===== src/rtl/hbt_pkg.sv =====
package hbt_pkg;
  typedef enum logic [1:0] {
    ADR_RELOAD = 2'd0,
    ADR_CTRL   = 2'd1,
    ADR_ACK    = 2'd2,
    ADR_SPARE  = 2'd3
  } hbt_addr_e;

  localparam int CTL_RUN_BIT = 0;
  localparam int CTL_EN_BIT  = 1;
  localparam int CTL_HS_BIT  = 2;
  localparam int CTL_BITS    = 3;

  // next interrupt level from the present level and this cycle's events
  function automatic logic irq_next(input logic en, input logic hs,
                                    input logic tc, input logic ack,
                                    input logic cur);
    logic held;
    held = hs & cur & ~ack;
    return en & (tc | held);
  endfunction
endpackage


===== src/rtl/hbt_regs.sv =====
module hbt_regs #(
  parameter int W = 24
) (
  input  logic         clk,
  input  logic         rst_n,
  input  logic         wr_en,
  input  logic [1:0]   wr_addr,
  input  logic [W-1:0] wr_data,
  input  logic [1:0]   rd_addr,
  input  logic [W-1:0] count,
  output logic [W-1:0] reload,
  output logic         run,
  output logic         irq_en,
  output logic         hs_mode,
  output logic         start,
  output logic         ack,
  output logic [W-1:0] rd_data
);
  import hbt_pkg::*;

  localparam int PAD_W = W - CTL_BITS;

  logic wr_reload, wr_ctrl;

  assign wr_reload = wr_en && (wr_addr == ADR_RELOAD);
  assign wr_ctrl   = wr_en && (wr_addr == ADR_CTRL);
  assign ack       = wr_en && (wr_addr == ADR_ACK);
  assign start     = wr_ctrl && wr_data[CTL_RUN_BIT] && !run;

  always_ff @(posedge clk or negedge rst_n) begin
    if (!rst_n) begin
      reload  <= '0;
      run     <= 1'b0;
      irq_en  <= 1'b0;
      hs_mode <= 1'b0;
    end else begin
      if (wr_reload) reload <= wr_data;
      if (wr_ctrl) begin
        run     <= wr_data[CTL_RUN_BIT];
        irq_en  <= wr_data[CTL_EN_BIT];
        hs_mode <= wr_data[CTL_HS_BIT];
      end
    end
  end

  always_comb begin
    unique case (rd_addr)
      ADR_RELOAD: rd_data = reload;
      ADR_CTRL:   rd_data = {{PAD_W{1'b0}}, hs_mode, irq_en, run};
      ADR_ACK:    rd_data = count;
      default:    rd_data = '0;
    endcase
  end

  AST_START_RUNS: assert property (@(posedge clk) disable iff (!rst_n)
    start |=> run);
  AST_SPARE_IGNORED: assert property (@(posedge clk) disable iff (!rst_n)
    (wr_en && wr_addr == ADR_SPARE) |=> ($stable(reload) && $stable(run) && $stable(irq_en) && $stable(hs_mode)));
  AST_RELOAD_STORED: assert property (@(posedge clk) disable iff (!rst_n)
    wr_reload |=> (reload == $past(wr_data)));
endmodule


===== src/rtl/hbt_counter.sv =====
module hbt_counter #(
  parameter int W = 24
) (
  input  logic         clk,
  input  logic         rst_n,
  input  logic         run,
  input  logic         start,
  input  logic [W-1:0] reload,
  output logic [W-1:0] count,
  output logic         tc
);
  function automatic logic [W-1:0] step_count(input logic [W-1:0] c,
                                               input logic [W-1:0] r);
    return (c == '0) ? r : c - 1'b1;
  endfunction

  assign tc = run && (count == '0);

  always_ff @(posedge clk or negedge rst_n) begin
    if (!rst_n)     count <= '0;
    else if (start) count <= reload;
    else if (run)   count <= step_count(count, reload);
  end

  AST_TC_RELOADS: assert property (@(posedge clk) disable iff (!rst_n)
    tc |=> (count == $past(reload)));
  AST_DECREMENT: assert property (@(posedge clk) disable iff (!rst_n)
    (run && !tc && !start) |=> (count == $past(count) - 1'b1));
  AST_STOP_HOLDS: assert property (@(posedge clk) disable iff (!rst_n)
    (!run && !start) |=> $stable(count));
endmodule


===== src/rtl/hbt_irq.sv =====
module hbt_irq (
  input  logic clk,
  input  logic rst_n,
  input  logic irq_en,
  input  logic hs_mode,
  input  logic tc,
  input  logic ack,
  output logic irq_n
);
  import hbt_pkg::*;

  logic irq_q;

  always_ff @(posedge clk or negedge rst_n) begin
    if (!rst_n) irq_q <= 1'b0;
    else        irq_q <= irq_next(irq_en, hs_mode, tc, ack, irq_q);
  end

  assign irq_n = ~irq_q;

  AST_EN_GATES: assert property (@(posedge clk) disable iff (!rst_n)
    !irq_en |=> irq_n);
  AST_TC_RAISES: assert property (@(posedge clk) disable iff (!rst_n)
    (tc && irq_en) |=> !irq_n);
  AST_PULSE_ONE: assert property (@(posedge clk) disable iff (!rst_n)
    (!hs_mode && !tc) |=> irq_n);
  AST_HS_HOLDS: assert property (@(posedge clk) disable iff (!rst_n)
    (hs_mode && irq_en && !irq_n && !ack) |=> !irq_n);
  AST_DISABLE_RELEASE: assert property (@(posedge clk) disable iff (!rst_n)
    (!irq_n && !irq_en) |=> irq_n);
endmodule


===== src/rtl/hbt_top.sv =====
module hbt_top #(
  parameter int CNT_W = 24
) (
  input  logic             clk,
  input  logic             rst_n,
  input  logic             wr_en,
  input  logic [1:0]       wr_addr,
  input  logic [CNT_W-1:0] wr_data,
  input  logic [1:0]       rd_addr,
  output logic [CNT_W-1:0] rd_data,
  output logic             irq_n
);
  logic [CNT_W-1:0] reload_w, count_w;
  logic run_w, en_w, hs_w, start_w, ack_w, tc_w;

  hbt_regs #(.W(CNT_W)) u_regs (
    .clk(clk), .rst_n(rst_n), .wr_en(wr_en), .wr_addr(wr_addr),
    .wr_data(wr_data), .rd_addr(rd_addr), .count(count_w),
    .reload(reload_w), .run(run_w), .irq_en(en_w), .hs_mode(hs_w),
    .start(start_w), .ack(ack_w), .rd_data(rd_data)
  );

  hbt_counter #(.W(CNT_W)) u_cnt (
    .clk(clk), .rst_n(rst_n), .run(run_w), .start(start_w),
    .reload(reload_w), .count(count_w), .tc(tc_w)
  );

  hbt_irq u_irq (
    .clk(clk), .rst_n(rst_n), .irq_en(en_w), .hs_mode(hs_w),
    .tc(tc_w), .ack(ack_w), .irq_n(irq_n)
  );

  AST_RESET_IDLE: assert property (@(posedge clk)
    !rst_n |=> (irq_n || !rst_n));
endmodule


===== config.mk =====
export PLATFORM = sky130hd
export DESIGN_NAME = hbt_top
export DESIGN_NICKNAME = d
export VERILOG_FILES = /design/src/rtl/hbt_pkg.sv /design/src/rtl/hbt_regs.sv /design/src/rtl/hbt_counter.sv /design/src/rtl/hbt_irq.sv /design/src/rtl/hbt_top.sv
export SDC_FILE = /design/constraint.sdc
export NUM_CORES = 1
export LEC_CHECK = 0
export ABC_CLOCK_PERIOD_IN_PS = 6300
export BUFFER_PORTS_ARGS = -buffer_cell sky130_fd_sc_hd__buf_2
export CAP_MARGIN = 20
export CORE_AREA = 4 4 100 102
export CTS_CLUSTER_SIZE = 10
export DETAILED_ROUTE_END_ITERATION = 12
export DIE_AREA = 0 0 104 106
export SYNTH_ARGS = -nofsm -noshare
export SYNTH_HDL_FRONTEND = slang
export SYNTH_HIERARCHICAL = 1
export SYNTH_SLANG_ARGS = --single-unit

===== constraint.sdc =====
create_clock -name clk -period 6.3 [get_ports clk]
set_clock_uncertainty 0.15 [all_clocks]
set_input_delay 0.315 -clock clk [delete_from_list [all_inputs] [get_ports clk]]
set_output_delay 0.315 -clock clk [all_outputs]
set_load 0.03 [all_outputs]

==> metrics.md <==
| Metric | Value |
|---|---|
| CTS tree | `yes` |
| Placed Cells incl. Taps | `471` |
| Rel. slew slack | `0.410` |
| Initial antenna violation count | `0` |
| DRT Pass-1 Iters | `4` |
| Wire per inst | `17.9 µm` |
| Slowest CP cell | `and4_1` |
| Final wirelength | `8570 µm` |
| Total number of vias | `2,731` |
| Worst path arrival time | `2920 ps` |
| Sequential fraction of the synthesis area | `0.413` |
| RSZ-0062 raised after global routing | `false` |
| FMAX | `346 MHz` |
| Die ar. | `0.0110 mm²` |
| CTS hold repair buffers | `1` |
| CTS resizes | `0` |
| Yosys warning count | `6` |
| Final Max Slew Viols | `0` |
| Crit path max-delay family | `simple AND/OR/NAND/NOR gates` |
| Post-synthesis net count | `352` |
| HP Class | `in -> reg` |
| Synthesized area per cell | `9.89 µm²` |
| Final ANT Viol Nets | `0` |
| Top FF cell, synth | `dfrtp_1` |
| Layout cells sized above 1 | `0.271` |
| Die width | `104 µm` |
| Largest net degree at the start of global routing | `53` |
| Gpl congestion | `0.862` |
| First-pass GRT wire length | `14,000 µm` |
| Worst Path Max Fanout | `17` |
| Vias in the first global route | `2,829` |
| Clk root buf | `clkbuf_8` |
| Antenna cells | `0` |
| Area Growth Syn to Fin | `14.4%` |
| Filler cell count | `930` |
| Number of CTS-inserted buffers | `5` |
| Worst-Skew Late Latency | `310 ps` |
| Hpwl dp | `6110 µm` |
| I/O pins | `56` |
| Status | `finished clean` |
| Clock Tree Buf Depth | `2` |
| Synth cell types | `60` |
| Final Hold Viols | `0` |
| CP max stage delay | `640 ps` |
| CTS Sinks | `52` |
| WP data required | `6330 ps` |
| Placeable Area | `0.00911 mm²` |
| DR iter-0 viols | `165` |
| Max-Cap Viols | `0` |
| Global-route usage over all layers | `0.155` |
| Row cnt | `35` |
| Worst-path clk slew | `90 ps` |
| Crit path capture type | `flop` |
| Residual DRC count | `0` |
| Startpoint Class | `flop` |
| Worst vdd ir | `119 µV` |
| Pwr/cell area | `320 mW/mm²` |
| Lkg Pwr | `0.00158 µW` |
| Footprint of the multi-input gates | `0.00173 mm²` |
| Post-Synthesis Cells | `319` |
| Non-Filler Instances | `480` |
| Tmin final | `2890 ps` |
| Part of the cycle the worst path needs | `0.459` |
| Worst-path cell chain | `nor4_2, and4_1, a41oi_1, buf_4, o22ai_1, a31oi_1` |
| Mapped Area | `0.00315 mm²` |
| Sequential Area | `0.00130 mm²` |
| Die H | `106 µm` |
| FF+latch count, synth | `52` |
| Critical path class | `reg -> reg` |
| Number of flops mapped to enable cells by yosys | `0` |
| Final nets | `401` |
| DR vias/cell | `5.69` |
| Setup TNS | `0 ps` |
| Post-CTS setup buffers | `0` |
| H-tree depth | `2` |
| Starting Density | `0.346` |
| Worst-Margin Slew | `885 ps` |
| IO buf count | `55` |
| Congestion Overflow GR | `0` |
| Asr flop ratio synth | `1.00` |
| Bufs and invs on worst path | `1` |
| Final setup fails | `0` |
[state kept, by name, indices dropped and copies added (netlist names)]
register,cells
u_regs/reload,24
u_regs/run,1
u_regs/irq_en,1
u_cnt/count,24
u_regs/hs_mode,1
u_irq/irq_q,1
[power by group]
part | switching, µW | internal, µW | leakage (µW) | total, µW
combinational | 236 | 168 | 0.000903 | 404
clock | 109 | 87.9 | 0.0000510 | 197
sequential | 129 | 425 | 0.000623 | 554
total | 473 | 681 | 0.00158 | 1150
[Yosys cell counts, drive strengths merged (6+ instances only)]
cell / instances / share of area
or4: 6 / 0.014
o22ai: 6 / 0.012
mux2i: 27 / 0.086
nand2: 21 / 0.025
nand4: 6 / 0.012
mux2: 31 / 0.11
clkbuf: 8 / 0.0095
a21oi: 13 / 0.022
o21ai: 8 / 0.013
o22a: 6 / 0.017
nand3: 10 / 0.016
inv: 8 / 0.0095
nor2: 39 / 0.047
nor3: 9 / 0.014
buf: 10 / 0.021
dfrtp: 52 / 0.41
[worst reg2reg max path: stages (launching register included)]
cell	delay, ps
dfrtp_1	450
nor4_2	510
and4_1	640
a41oi_1	490
buf_4	330
o22ai_1	150
a31oi_1	60
[kinds of logic (layout without fill, tap and decap cells)]
group	after synthesis	after routing	share of synthesized area
simple gates	120	120	0.205
fa+ha+maj	2	2	0.00793
flops	52	52	0.413
buf+inv	26	76	0.0401
compound gates	61	61	0.138
mux	58	58	0.196
[metrics by stage]
stage	instance area (µm²)	total power (µW)	util	hold slack, ps	setup slack [ps]
global placement	3500	951	0.384	337	3500
detailed placement	3510	963	0.385	328	3490
global route	3610	1230	0.396	74.1	3240
CTS	3610	1160	0.396	64.4	3470
floorplan	3150	827	-	-131	3950
finish	3610	1150	0.396	70.5	3410
[final timing paths]
check                           cells after the start      startpoint  slack [ps]                end
worst max-delay path                                6  u_cnt/count[8]        3410    u_cnt/count[18]
min in group asynchronous                           3           rst_n         480   u_regs/reload[4]
max in group asynchronous                           3           rst_n        5080    u_cnt/count[15]
worst min register to register                      2   u_regs/irq_en         390        u_irq/irq_q
worst max register to register                      6  u_cnt/count[8]        3410    u_cnt/count[18]
worst min-delay path                                2     wr_data[15]          70  u_regs/reload[15]
[metal layers]
layer,up-vias,GRT usage,share of wire
li1,1290,-,-
met1,1365,0.195,0.46
met2,69,0.270,0.49
met3,7,0.0255,0.043
met4,0,0.0522,0.012
met5,-,0,0
[area by class of cell]
cell class / count / share of cell area
Multi-Input combinational cell: 241 / 0.480
Sequential cell: 52 / 0.360
Timing Repair Buffer: 60 / 0.0873
Tap cell: 111 / 0.0385
Clock buffer: 6 / 0.0229
Inverter: 8 / 0.00832
Clock inverter: 2 / 0.00277
[layout by cell type (no fill, tap or decap), types with 4 or more instances in the layout]
master	n
or4_1	6
mux2_2	26
clkbuf_8	6
nor4_1	4
o22a_1	6
nor3_1	9
dfrtp_1	52
nand4_1	6
mux2i_1	27
o22ai_1	6
o21ai_0	7
nand3_1	10
a211oi_1	4
inv_1	8
nor2_1	38
nand2_1	21
a21oi_1	12
buf_4	4
buf_2	55
mux2_1	5
Note: power is estimated with default switching activity, not from simulation.
